## config.mk

```make
export PLATFORM = sky130hd
export DESIGN_NAME = scan_delay_slice
export DESIGN_NICKNAME = d
export VERILOG_FILES = /design/src/rtl/sdm_pkg.sv /design/src/rtl/sdm_addr_match.sv /design/src/rtl/sdm_edge_det.sv /design/src/rtl/sdm_delay_ctr.sv /design/src/rtl/sdm_seq.sv /design/src/rtl/scan_delay_slice.sv
export SDC_FILE = /design/constraint.sdc
export NUM_CORES = 1
export LEC_CHECK = 0
export ABC_AREA = 1
export BUFFER_PORTS_ARGS = -buffer_cell sky130_fd_sc_hd__buf_4
export CAP_MARGIN = 20
export CORE_ASPECT_RATIO = 1.25
export CORE_MARGIN = 2
export CORE_UTILIZATION = 25
export DETAILED_ROUTE_END_ITERATION = 8
export GPL_ROUTABILITY_DRIVEN = 0
export PLACE_DENSITY_LB_ADDON = 0.12
export SYNTH_ARGS = -nofsm -noshare
export SYNTH_HDL_FRONTEND = slang
export SYNTH_SLANG_ARGS = --single-unit
```

## constraint.sdc

```tcl
create_clock -name clk -period 1.7 [get_ports clk]
set_input_delay 0.255 -clock clk [delete_from_list [all_inputs] [get_ports clk]]
set_output_delay 0.255 -clock clk [all_outputs]
set_load 0.02 [all_outputs]
```

## src/rtl/sdm_pkg.sv

```systemverilog
package sdm_pkg;

  typedef enum logic [2:0] {
    ST_IDLE = 3'd0,
    ST_RUN1 = 3'd1,
    ST_HOLD = 3'd2,
    ST_RUN2 = 3'd3,
    ST_DONE = 3'd4
  } sdm_state_e;

  localparam int EDGE_KINDS = 2;
  localparam int EDGE_RISE  = 0;
  localparam int EDGE_FALL  = 1;

endpackage

```

## src/rtl/sdm_addr_match.sv

```systemverilog
module sdm_addr_match #(
  parameter int AW = 4
) (
  input  logic          clk,
  input  logic          rst_n,
  input  logic          load,
  input  logic [AW-1:0] addr_in,
  input  logic          lock,
  input  logic [AW-1:0] pos,
  output logic          match
);

  logic [AW-1:0] addr_q;

  always_ff @(posedge clk or negedge rst_n) begin
    if (!rst_n)            addr_q <= '0;
    else if (load && !lock) addr_q <= addr_in;
  end

  assign match = (pos == addr_q);

  AST_ADDR_FROZEN: assert property (@(posedge clk) disable iff (!rst_n)
    lock |=> $stable(addr_q));

endmodule

```

## src/rtl/sdm_edge_det.sv

```systemverilog
module sdm_edge_det (
  input  logic clk,
  input  logic rst_n,
  input  logic restart,
  input  logic step,
  input  logic bit_in,
  output logic rise,
  output logic fall
);

  logic prev_q;
  logic have_prev_q;

  always_ff @(posedge clk or negedge rst_n) begin
    if (!rst_n) begin
      prev_q      <= 1'b0;
      have_prev_q <= 1'b0;
    end else if (restart) begin
      have_prev_q <= 1'b0;
    end else if (step) begin
      prev_q      <= bit_in;
      have_prev_q <= 1'b1;
    end
  end

  assign rise = step && have_prev_q && !prev_q &&  bit_in;
  assign fall = step && have_prev_q &&  prev_q && !bit_in;

  // first matched pass of a phase cannot report a transition
  AST_FIRST_PASS_QUIET: assert property (@(posedge clk) disable iff (!rst_n)
    restart |=> !(rise || fall));

endmodule

```

## src/rtl/sdm_delay_ctr.sv

```systemverilog
module sdm_delay_ctr #(
  parameter int CNT_W = 8
) (
  input  logic             clk,
  input  logic             rst_n,
  input  logic             clear,
  input  logic             step,
  input  logic             second,
  input  logic             edge_now,
  output logic [CNT_W-1:0] cnt,
  output logic             inc
);

  localparam logic [CNT_W-1:0] CNT_MAX = '1;

  logic [CNT_W-1:0] cnt_q;
  logic             seen_q;
  logic             hit2_q;
  logic             inc_q;
  logic             adv;

  always_comb begin
    adv = step && seen_q && (cnt_q != CNT_MAX);
    if (second) adv = adv && !hit2_q && !edge_now;
  end

  always_ff @(posedge clk or negedge rst_n) begin
    if (!rst_n) begin
      cnt_q  <= '0;
      seen_q <= 1'b0;
      hit2_q <= 1'b0;
      inc_q  <= 1'b0;
    end else if (clear) begin
      cnt_q  <= '0;
      seen_q <= 1'b0;
      hit2_q <= 1'b0;
      inc_q  <= 1'b0;
    end else begin
      inc_q <= adv;
      if (adv) cnt_q <= cnt_q + 1'b1;
      if (step && edge_now) begin
        if (second) hit2_q <= 1'b1;
        else        seen_q <= 1'b1;
      end
    end
  end

  assign cnt = cnt_q;
  assign inc = inc_q;

  AST_NO_OVERFLOW: assert property (@(posedge clk) disable iff (!rst_n)
    (cnt_q == CNT_MAX) && !clear |=> (cnt_q == CNT_MAX));
  AST_PULSE_ALIGNED: assert property (@(posedge clk) disable iff (!rst_n)
    !clear |=> (inc_q == (cnt_q != $past(cnt_q))));
  AST_PULSE_NEEDS_STEP: assert property (@(posedge clk) disable iff (!rst_n)
    !clear && !step |=> !inc_q);
  AST_STOPPED_IN_PHASE2: assert property (@(posedge clk) disable iff (!rst_n)
    second && hit2_q && !clear |=> $stable(cnt_q));

endmodule

```

## src/rtl/sdm_seq.sv

```systemverilog
module sdm_seq
  import sdm_pkg::*;
#(
  parameter int PASSES   = 16,
  parameter int SCAN_LEN = 16,
  parameter int AW       = 4
) (
  input  logic          clk,
  input  logic          rst_n,
  input  logic          cmd_start,
  input  logic          cmd_phase2,
  input  logic          tap_rst,
  input  logic          beat,
  input  logic [AW-1:0] pos,
  output logic          running,
  output logic          second,
  output logic          clear,
  output logic          restart,
  output logic          p1_done,
  output logic          done
);

  localparam int PW = (PASSES > 1) ? $clog2(PASSES) : 1;

  sdm_state_e    st_q, st_d;
  logic [PW-1:0] pass_q, pass_d;
  logic          p1_q, p1_d;
  logic          pass_end;
  logic          last_pass;
  logic          ph2_ok;

  assign running = (st_q == ST_RUN1) || (st_q == ST_RUN2);
  assign second  = (st_q == ST_RUN2);
  assign p1_done = p1_q;
  assign done    = (st_q == ST_DONE);

  always_comb begin
    pass_end  = beat && (pos == AW'(SCAN_LEN - 1));
    last_pass = (pass_q == PW'(PASSES - 1));
    clear     = cmd_start && !tap_rst;
    ph2_ok    = cmd_phase2 && !tap_rst && !cmd_start && (st_q == ST_HOLD);
    restart   = clear || ph2_ok;
    st_d      = st_q;
    pass_d    = pass_q;
    p1_d      = p1_q;
    if (tap_rst) begin
      pass_d = '0;
      if (st_q == ST_RUN1)      st_d = ST_IDLE;
      else if (st_q == ST_RUN2) st_d = ST_HOLD;
    end else if (clear) begin
      st_d   = ST_RUN1;
      pass_d = '0;
      p1_d   = 1'b0;
    end else if (ph2_ok) begin
      st_d   = ST_RUN2;
      pass_d = '0;
    end else if (running && pass_end) begin
      if (last_pass) begin
        pass_d = '0;
        if (st_q == ST_RUN1) begin
          st_d = ST_HOLD;
          p1_d = 1'b1;
        end else begin
          st_d = ST_DONE;
        end
      end else begin
        pass_d = pass_q + 1'b1;
      end
    end
  end

  always_ff @(posedge clk or negedge rst_n) begin
    if (!rst_n) begin
      st_q   <= ST_IDLE;
      pass_q <= '0;
      p1_q   <= 1'b0;
    end else begin
      st_q   <= st_d;
      pass_q <= pass_d;
      p1_q   <= p1_d;
    end
  end

  AST_PASS_IN_RANGE: assert property (@(posedge clk) disable iff (!rst_n)
    pass_q <= PW'(PASSES - 1));
  AST_PHASE_FLAG_KEPT: assert property (@(posedge clk) disable iff (!rst_n)
    p1_q && !clear |=> p1_q);
  AST_TAP_ABORTS: assert property (@(posedge clk) disable iff (!rst_n)
    tap_rst |=> !running);

endmodule

```

## src/rtl/scan_delay_slice.sv

```systemverilog
module scan_delay_slice
  import sdm_pkg::*;
#(
  parameter int SCAN_LEN = 16,
  parameter int N_STEPS  = 8,
  parameter int SPAN     = 2,
  parameter int CNT_W    = 8,
  localparam int AW      = (SCAN_LEN > 1) ? $clog2(SCAN_LEN) : 1
) (
  input  logic             clk,
  input  logic             rst_n,
  input  logic             cmd_start,
  input  logic             cmd_phase2,
  input  logic             tap_rst,
  input  logic             addr_load,
  input  logic [AW-1:0]    addr_in,
  input  logic             cap_valid,
  output logic             cap_ready,
  input  logic             cap_data,
  input  logic [AW-1:0]    cap_pos,
  output logic             ret_valid,
  input  logic             ret_ready,
  output logic             ret_data,
  output logic [CNT_W-1:0] rise_cnt,
  output logic [CNT_W-1:0] fall_cnt,
  output logic             rise_inc,
  output logic             fall_inc,
  output logic             busy,
  output logic             phase1_done,
  output logic             meas_done
);

  localparam int PASSES = N_STEPS * SPAN;

  logic beat;
  logic match;
  logic running;
  logic second;
  logic clr;
  logic restart;
  logic step;
  logic drive_q;
  logic [EDGE_KINDS-1:0] edge_v;
  logic [EDGE_KINDS-1:0] inc_v;
  logic [CNT_W-1:0]      cnt_v [EDGE_KINDS];

  // the return stream is a one-for-one mirror of the capture stream
  assign beat      = cap_valid && ret_ready;
  assign cap_ready = ret_ready;
  assign ret_valid = cap_valid;

  sdm_seq #(.PASSES(PASSES), .SCAN_LEN(SCAN_LEN), .AW(AW)) u_seq (
    .clk(clk), .rst_n(rst_n), .cmd_start(cmd_start), .cmd_phase2(cmd_phase2),
    .tap_rst(tap_rst), .beat(beat), .pos(cap_pos), .running(running),
    .second(second), .clear(clr), .restart(restart), .p1_done(phase1_done),
    .done(meas_done)
  );

  sdm_addr_match #(.AW(AW)) u_addr (
    .clk(clk), .rst_n(rst_n), .load(addr_load), .addr_in(addr_in),
    .lock(running), .pos(cap_pos), .match(match)
  );

  assign step = beat && match && running;

  sdm_edge_det u_edge (
    .clk(clk), .rst_n(rst_n), .restart(restart), .step(step),
    .bit_in(cap_data), .rise(edge_v[EDGE_RISE]), .fall(edge_v[EDGE_FALL])
  );

  for (genvar g = 0; g < EDGE_KINDS; g++) begin : g_ctr
    sdm_delay_ctr #(.CNT_W(CNT_W)) u_ctr (
      .clk(clk), .rst_n(rst_n), .clear(clr), .step(step), .second(second),
      .edge_now(edge_v[g]), .cnt(cnt_v[g]), .inc(inc_v[g])
    );
  end

  assign rise_cnt = cnt_v[EDGE_RISE];
  assign fall_cnt = cnt_v[EDGE_FALL];
  assign rise_inc = inc_v[EDGE_RISE];
  assign fall_inc = inc_v[EDGE_FALL];
  assign busy     = running;

  // stimulus bit for the tested position: alternates on every reload
  always_ff @(posedge clk or negedge rst_n) begin
    if (!rst_n)    drive_q <= 1'b0;
    else if (clr)  drive_q <= 1'b0;
    else if (step) drive_q <= !drive_q;
  end

  assign ret_data = (match && running) ? !drive_q : cap_data;

  AST_REFUSED_BEAT_INERT: assert property (@(posedge clk) disable iff (!rst_n)
    !beat && !cmd_start |=> $stable(rise_cnt) && $stable(fall_cnt));
  AST_IDLE_NO_PULSE: assert property (@(posedge clk) disable iff (!rst_n)
    !running && !cmd_start |=> !rise_inc && !fall_inc);

endmodule

```

# After elaboration in Yosys (flattened, before gate mapping)
# Index checks and enable logic that the tools add are counted.
dict set report word_totals {
  reg_bits 37
  inputBits 17
  output_inout_bits 24
}
dict set report classes {
  add_sub_neg 3
  eq_ne 12
  n_mux 41
  n_bitwise 2
  n_reduce_logical 57
}
# operator n
set ops {}
lappend ops {{8-bit 2-to-1 mux} 4}
lappend ops {{1-bit logical AND} 26}
lappend ops {{1-bit 2-to-1 mux} 24}
lappend ops {{3-bit 2-to-1 mux} 8}
lappend ops {{4-bit 2-to-1 mux} 5}
lappend ops {{2-bit nonzero test} 10}
lappend ops {{8-bit by 1-bit adder with 8-bit output, second input constant} 2}
lappend ops {{8-bit != test, second input constant} 2}
lappend ops {{1-bit logical NOT} 10}
lappend ops {{2-bit AND reduction} 5}
lappend ops {{4-bit == test, second input constant} 2}
lappend ops {{4-bit nonzero test} 2}
lappend ops {{3-bit by 2-bit == test with 1-bit output, second input constant} 2}
lappend ops {{5-bit AND reduction} 1}
lappend ops {{4-bit by 1-bit adder with 4-bit output, second input constant} 1}
lappend ops {{4-bit == test} 1}
lappend ops {{2-bit != test, second input constant} 2}
lappend ops {{3-bit by 1-bit == test with 1-bit output, second input constant} 1}
lappend ops {{3-bit == test, second input constant} 1}
lappend ops {{3-bit by 1-bit != test with 1-bit output, second input constant} 1}
lappend ops {{3-bit AND reduction} 1}
lappend ops {{1-bit logical OR} 2}
lappend ops {{1-bit inverter} 2}

# Longest topological paths before layout
# Gate-level depths: netlist (run 1).
dict set report depth {
  ltp_word 11
  mapped_depth 10
  mapped_depth_nobuf 10
}

# Hierarchy
# Synthesis (run 1) repeated with hierarchy kept, for this count alone.
dict set report unflattened {
  cells_unflattened 302
  hier_area_um2 2249.7
}
# mod n_inst cells_each area_per_inst_um2
set modules_own_cells {}
lappend modules_own_cells {sdm_delay_ctr 2 81 633.1}
lappend modules_own_cells {sdm_seq 1 79 551.8}
lappend modules_own_cells {sdm_addr_match 1 31 219.0}
lappend modules_own_cells {scan_delay_slice 1 16 110.1}
lappend modules_own_cells {sdm_edge_det 1 14 102.6}

# Least setup slack after synthesis (run 1)
# Ideal clock, no wire load.
dict set report synth_timing {
  path_type {register -> output}
  from {reg u_seq.st_q[2]}
  to {out ret_data}
  arrival_time_ns 1.423
  required_time_ns 1.445
  path_slack_ns 0.022
  path_stages_with_launch 6
  n_path_buf 0
  cell_sequence {dfrtp_1 nor2_4 nand2_2 nor2_2 nand3_2 o21ai_0}
}
dict set report synth_between {
  elab_chain_cells 4
  word_cells_on_any_way 5
  classes_between {eq/ne: 2; mux: 1; reduce/logical: 2}
}
# element line
set synth_rtl {}
lappend synth_rtl {{from (decl)} sdm_seq.sv:25} ;# sdm_state_e st_q, st_d;
lappend synth_rtl {{from (signal assigned)} sdm_seq.sv:78} ;# st_q <= st_d;
lappend synth_rtl {{3-bit by 1-bit == test with 1-bit output / 3-bit by 2-bit == test with 1-bit output (equally long branches)} sdm_seq.sv:32} ;# assign running = (st_q == ST_RUN1) || (st_q == ST_RUN2);
lappend synth_rtl {{1-bit logical OR *} sdm_seq.sv:32}
lappend synth_rtl {{named net busy} scan_delay_slice.sv:28} ;# output logic busy,
lappend synth_rtl {{1-bit logical AND *} scan_delay_slice.sv:91} ;# assign ret_data = (match && running) ? !drive_q : cap_data;
lappend synth_rtl {{1-bit 2-to-1 mux *} scan_delay_slice.sv:91}
lappend synth_rtl {{to (decl)} scan_delay_slice.sv:23} ;# output logic ret_data,
# Mark *: on every way through the listed nets, which the timed path passes. The rest lies on a longest branch.

# Worst setup path in the final report (run 1)
dict set report layout_timing {
  from {reg u_seq.st_q[2]}
  to {reg g_ctr[0].u_ctr.cnt_q[4]}
}
dict set report layout_between {
  elab_chain_cells 10
  word_cells_on_any_way 14
  classes_between {eq/ne: 2; mux: 1; reduce/logical: 11}
}
# element line
set layout_rtl {}
lappend layout_rtl {{3-bit by 1-bit == test with 1-bit output / 3-bit by 2-bit == test with 1-bit output (equally long branches)} {sdm_seq.sv:32, sdm_seq.sv:33}}
lappend layout_rtl {{1-bit logical OR} sdm_seq.sv:32}
lappend layout_rtl {{1-bit logical AND} scan_delay_slice.sv:64} ;# assign step = beat && match && running;
lappend layout_rtl {{1-bit logical AND (3 in series)} sdm_edge_det.sv:26} ;# assign rise = step && have_prev_q && !prev_q && bit_in;
lappend layout_rtl {{1-bit logical NOT} sdm_delay_ctr.sv:24} ;# if (second) adv = adv && !hit2_q && !edge_now;
lappend layout_rtl {{1-bit logical AND} sdm_delay_ctr.sv:24}
lappend layout_rtl {{1-bit 2-to-1 mux *} sdm_delay_ctr.sv:24}
lappend layout_rtl {{2-bit nonzero test (no source line) *} -}
lappend layout_rtl {{to (signal assigned)} sdm_delay_ctr.sv:40} ;# if (adv) cnt_q <= cnt_q + 1'b1;
lappend layout_rtl {{to (decl)} sdm_delay_ctr.sv:16} ;# logic [CNT_W-1:0] cnt_q;
# Every way passes the cells marked *; elsewhere a longest branch is shown, timed or not.
# A chain may end at the register's enable or synchronous reset.

==> metrics.md, run 1 <==
| Metric | Value |
|---|---|
| Clk slew on worst S/H paths | 0.07 ns |
| Main synth FF type | dfrtp_1 |
| R2r setup slk | -0.01 ns |
| Max-Cap Viols | 0 |
| Synth Register Bits | 37 |
| Die width | 86.3 um |
| Initial Util | 25.7% |
| HPWL after DPL | 3750 um |
| Fill count | 871 |
| RSZ-0062 raised after global routing | true |
| CP max FO | 6 |
| Std cell rows | 37 |
| Area growth syn-to-layout | 36.7% |
| Top post-synthesis cells by count | 50 x nand2_1, 38 x inv_1, 37 x dfrtp_1 |
| Clk_skew | 0.0115 ns |
| Largest cells by area after synthesis | dfrtp_1 44%, nand2_1 8.9%, inv_1 6.7%, nand4_1 6.2%, nand3_1 5.9% |
| Highest clock rate | 584 MHz |
| Yosys warnings | 0 |
| Share of layout cells above drive strength 1 | 29.1% |
| Worst endpoint data arrival time | 1.95 ns |
| Final setup viols | 4 |
| Top-area cell type share of the netlist area | 43.7% |
| DIE AREA | 9230 um^2 |
| Final TNS setup | -0.0396 ns |
| Grt total ovfl | 0 |
| Status | finished, violations left |
| Initial DRC count | 43 |
| Final WL | 5630 um |
| Static leakage | 1.59 nW |
| H-tree Lvls | 2 |
| Worst-Margin Slew | 0.498 ns |
| Inserted Clock Buffers | 5 |
| HP Start | addr_in[0] |
| EDFF count, synth | 0 |
| Setup CP Type | reg -> reg |
| Fin util | 35.2% |
| Slowest-stage cell, CP | dfrtp_1 |
| Cell accounting for the most synthesized area | dfrtp_1 |
| CTS tree | built |
| Clk sinks | 37 |
| I/O pin total | 41 |
| FF+latch area | 926 um^2 |
| Placeable Area | 8240 um^2 |
| Final hold violation count | 0 |
| Fin crit share | 101% |
| Multi-input combinational cell area | 1110 um^2 |
| Number of diodes | 0 |
| Syn nets | 286 |
| Vias in the first global route | 1856 |
| Clock period minus worst slack | 1.71 ns |
| CP peak stage delay | 0.41 ns |
| Critical path cell sequence | buf_4 > nor2_2 > nand2_2 > inv_1 > nand4_4 > nand2_2 > nand3_1 > nand2_1 |
| DRC violations left | 0 |
| CP Capture Type | register |
| Yosys cell types | 30 |
| Worst vdd ir | 346 uV |
| DR vias/cell | 4.67 |
| Die Span Y | 107 um |
| Max_slew headroom | 66.8% |
| CP startpoint kind | register |
| Routed wire per std cell | 13.0 um |
| Final number of max-transition violations | 0 |
| ANT nets after route | 0 |
| Mapped Area | 2120 um^2 |
| Clock latency on the worst-skew pair | 0.30 ns |
| Final nets | 358 |
| Failing checks | negative setup slack |
| CP Data Required Time | 1.93 ns |
| Port buffer count | 40 |
| Max clock buf depth | 2 |
| Critical path launch point | u_seq.st_q[2] |
| Hold crit path type | in -> reg |
| 1st-pass router iterations | 4 |
| Worst hold slack | 0.194 ns |
| Worst setup margin | -0.0128 ns |
| Initial antenna violation count | 0 |
| Count leader, synth | nand2_1 |
| Via count | 2027 |
| Ys async rst share | 100% |
| Most used cell, CP | nand2_2 |
| Largest net degree at the start of global routing | 38 |
| Power per cell area | 754 nW/um^2 |
| Post-Syn Instances | 266 |
| Clock tree root driver cell | clkbuf_8 |
| Post-synthesis sequential area ratio | 43.7% |
| RR Startpoint | u_seq.st_q[2] |
| Pre-CTS WS | 0.0845 ns |
| GRT Overall Usage | 12.1% |
| First-pass GRT wire length | 8830 um |
| Mapped Avg Cell Area | 7.96 um^2 |
-- timing repair --
action / CTS / global route
pin swaps: 2 / 2
hold buffers: 1 / 0
resized for setup: 5 / 11
hold endpoints to repair: 37 / 0
endpoints found under the setup margin: 1 / 24
cloned: 0 / 4
buffers inserted: 3 / 3
-- stage by stage --
stage | instance area (um^2) | power [mW] | std cells
after floorplan | 2120 | 1.31 | 266
after global placement | 2650 | 1.49 | 417
after detailed placement | 2650 | 1.49 | 417
after CTS | 2790 | 2.14 | 427
after global routing | 2900 | 2.33 | 434
final | 2900 | 2.18 | 434
-- cells by family after synthesis --
group / count (synthesis) / share of synthesized area, %
XOR/XNOR: 12 / 4.96
buffers and inverters: 44 / 8.27
multiplexers: 1 / 0.532
adder cells (fa/ha/maj): 3 / 1.77
AO/OA/AOI/OAI: 25 / 6.26
AND/OR/NAND/NOR: 144 / 34.5
flip-flops: 37 / 43.7
-- worst max-delay path, delay by kind of cell, from the launching register on --
kind	cells	cell delay, ns
buffers and inverters	2	0.42
AND/OR/NAND/NOR	6	0.81
flip-flops	1	0.41
-- final timing paths --
path                                          to  cells past startpoint
setup / recovery           g_ctr[0].u_ctr.cnt[4]                      8
hold / removal                  u_addr.addr_q[0]                      2
setup reg to reg           g_ctr[0].u_ctr.cnt[4]                      8
hold reg to reg                          drive_q                      1
max in group asynchronous          u_seq.st_q[2]                      2
min in group asynchronous  g_ctr[1].u_ctr.cnt[4]                      2
-- area by class of cell --
cell class              instances  share of cell area, %
clock inverters                 1                  0.173
well taps                      97                   4.19
flip-flops and latches         37                   32.0
multi-input cells             189                   38.5
inverters                      39                   5.05
repair buffers                 66                   17.8
clock buffers                   5                   2.38
-- power breakdown --
part / leakage, nW / total (mW) / internal [mW] / switching [mW]
registers: 0.500 / 1.00 / 0.948 / 0.0565
clock network: 0.0399 / 0.591 / 0.270 / 0.321
logic: 1.05 / 0.588 / 0.235 / 0.352
-- metal layers --
| layer | global-route usage (%) | wire (um) | vias to the layer above |
|---|---|---|---|
| li1 | - | - | 1028 |
| met3 | 3.23 | 258 | 5 |
| met4 | 3.68 | 62 | 0 |
| met2 | 19.6 | 2820 | 46 |
| met1 | 15.7 | 2490 | 948 |
| met5 | 0 | 0 | - |
-- flip-flops by register name, indices dropped and copies added (netlist names) --
name and count:
g_ctr.u_ctr.inc 2, g_ctr.u_ctr.seen_q 2, u_addr.addr_q 4, g_ctr.u_ctr.hit2_q 2, u_seq.st_q 3, drive_q 1, u_seq.p1_done 1, u_edge.have_prev_q 1
g_ctr.u_ctr.cnt 16, u_edge.prev_q 1, u_seq.pass_q 4
-- cell usage in the layout, fill, tap and decap left out, types with 2 or more instances in the layout --
cell | netlist | layout
a21oi_1 | 15 | 15
clkbuf_8 | 0 | 5
ha_1 | 3 | 3
nand4_2 | 0 | 2
buf_4 | 2 | 63
nor2_2 | 3 | 2
nand2_2 | 1 | 6
nor3_1 | 3 | 2
nand2_1 | 50 | 47
xnor2_1 | 2 | 2
nor2_4 | 1 | 4
dfrtp_1 | 37 | 37
nand2_4 | 2 | 2
nand4_1 | 21 | 21
nor2_1 | 31 | 29
a31oi_1 | 2 | 2
nand3_1 | 25 | 23
xor2_1 | 10 | 10
nand3_2 | 1 | 2
nand4_4 | 2 | 2
inv_1 | 38 | 38
o21ai_0 | 6 | 5
Power figures use the tool's default switching activity.
==> run 2: changes to the inputs <==
BUFFER_PORTS_ARGS = default   (was -buffer_cell sky130_fd_sc_hd__buf_4)
DONT_BUFFER_PORTS = 1   (was default)
==> metrics.md, run 2 (same netlist as run 1, synthesis figures left out) <==
| Metric | Value |
|---|---|
| Clk_skew | 0.00859 ns (-0.00293 ns) |
| Placeable Area | 8240 um^2 (unchanged) |
| Total power | 2.49 mW (+14%) |
| RSZ-0062 raised after global routing | true |
| Commonest cells after routing, fill and taps aside | 42 x nand2_1, 37 x inv_1, 37 x dfrtp_1 |
| Via count | 1914 (-5.6%) |
| Final WL | 5490 um (-2.4%) |
| Worst vdd ir | 376 uV (+8.8%) |
| Multi-input combinational cell area | 1150 um^2 (+2.8%) |
| Failing checks | negative setup slack |
| Share of layout cells above drive strength 1 | 27.8% (-1.2 points) |
| Final hold violation count | 0 (unchanged) |
| GRT Overall Usage | 11.9% (-0.21 points) |
| Worst endpoint data arrival time | 1.46 ns (-0.49 ns) |
| Clk sinks | 37 (unchanged) |
| Clock tree root driver cell | clkbuf_8 |
| FF+latch area | 926 um^2 (unchanged) |
| CTS tree | built |
| Inserted Clock Buffers | 5 (unchanged) |
| First-pass GRT wire length | 8690 um (-1.6%) |
| Power per cell area | 876 nW/um^2 (+16%) |
| Fill count | 882 (+1.3%) |
| 1st-pass router iterations | 4 (unchanged) |
| Pre-CTS WS | 0.0307 ns (-0.0538 ns) |
| Max-Cap Viols | 0 (unchanged) |
| Fin crit share | 101% (about the same) |
| Max reg flops | 16 (unchanged) |
| Vias in the first global route | 1857 (+0.054%) |
| DRC violations left | 0 (unchanged) |
| Final TNS setup | -0.0123 ns (+0.0273 ns) |
| DIE AREA | 9230 um^2 (unchanged) |
| Static leakage | 1.50 nW (-5.5%) |
| Fin util | 34.5% (-0.62 points) |
| HPWL after DPL | 3830 um (+2.3%) |
| I/O pin total | 41 (unchanged) |
| Highest clock rate | 584 MHz (about the same) |
| Initial antenna violation count | 0 (unchanged) |
| Worst-Margin Slew | 0.393 ns (-0.106 ns) |
| Number of diodes | 0 (unchanged) |
| Clock latency on the worst-skew pair | 0.30 ns (about the same) |
| Largest net degree at the start of global routing | 38 (unchanged) |
| Port buffer count | 0 (-100%) |
| Max clock buf depth | 2 (unchanged) |
| Area growth syn-to-layout | 34.3% |
| Clk slew on worst S/H paths | 0.08 ns (about the same) |
| Commonest non-fill, non-tap cell in the layout | nand2_1 |
| Worst setup margin | -0.0123 ns (+0.000557 ns) |
| DR vias/cell | 4.63 (-0.77%) |
| Initial DRC count | 47 (+9.3%) |
| Final number of max-transition violations | 0 (unchanged) |
| CP Data Required Time | 1.44 ns (-0.49 ns) |
| CP max FO | 3 (-3) |
| Std cell rows | 37 (unchanged) |
| CP Capture Type | output pin |
| Final setup viols | 1 (-3) |
| Grt total ovfl | 0 (unchanged) |
| Final nets | 335 (-6.4%) |
| Clock period minus worst slack | 1.71 ns (-0.000557 ns) |
| Die width | 86.3 um (unchanged) |
| Status | finished, violations left |
| CP startpoint kind | register |
| Hold crit path type | in -> reg |
| Setup CP Type | reg -> out |
| ANT nets after route | 0 (unchanged) |
| Worst hold slack | 0.110 ns (-0.0841 ns) |
| Max_slew headroom | 73.7% (+6.9 points) |
| H-tree Lvls | 2 (unchanged) |
| Routed wire per std cell | 13.3 um (+2.5%) |
| Die Span Y | 107 um (unchanged) |
| Initial Util | 25.7% (unchanged) |
-- run 2: what timing repair did --
action / in CTS / in global routing
cloned: 0 / 3
hold endpoints to repair: 37 / 0
setup buffers: 4 / 6
hold buffers: 2 / 0
gates resized for setup: 8 / 28
endpoints found under the setup margin: 1 / 24
pin swaps: 3 / 16
-- run 2: layer usage --
metal  up-vias  GRT usage, %  share of wire, %
li1        976             -                 -
met1       884          14.9                45
met2        49          19.4                47
met3         5          3.85               6.8
met4         0          3.68              0.98
met5         -             0                 0
-- run 2: power by group --
group	total (mW)	switching, mW	internal (mW)
Combinational	0.566	0.340	0.225
Sequential	0.997	0.0498	0.947
Clock	0.930	0.346	0.583
Total	2.49	0.736	1.76
-- run 2: final timing paths --
path	slack (ns)	depth (start not counted)	start	end
min	0.11	1	addr_in[0]	u_addr.addr_q[0]
max reg2reg	0.04	9	u_addr.addr_q[0]	g_ctr[0].u_ctr.cnt[2]
max	-0.01	7	u_addr.addr_q[0]	ret_data
min in group asynchronous	0.41	2	rst_n	g_ctr[1].u_ctr.cnt[4]
min reg2reg	0.51	2	u_seq.pass_q[1]	u_seq.pass_q[1]
max in group asynchronous	1.09	2	rst_n	u_seq.st_q[2]
-- run 2: worst max-delay path, stage by stage, from the launching register on --
cell     delay, ns
dfrtp_1       0.39
buf_6         0.12
nand2_2       0.06
nand2_2       0.05
nor2_4        0.12
nand3_4       0.11
o21ai_2       0.18
buf_6         0.13
-- run 2: final cells by class --
type	instances	share of cell area (%)
Clock buffer	5	2.42
Clock inverter	3	2.29
Inverter	39	5.15
Multi-Input combinational cell	188	40.3
Sequential cell	37	32.5
Tap cell	97	4.27
Timing Repair Buffer	44	13.1
-- run 2: per-stage QoR --
step / cell area (um^2) / cells
2_1_floorplan: 2120 / 266
3_3_place_gp: 2450 / 390
3_5_place_dp: 2450 / 390
4_1_cts: 2680 / 404
5_1_grt: 2850 / 413
6_report: 2850 / 413
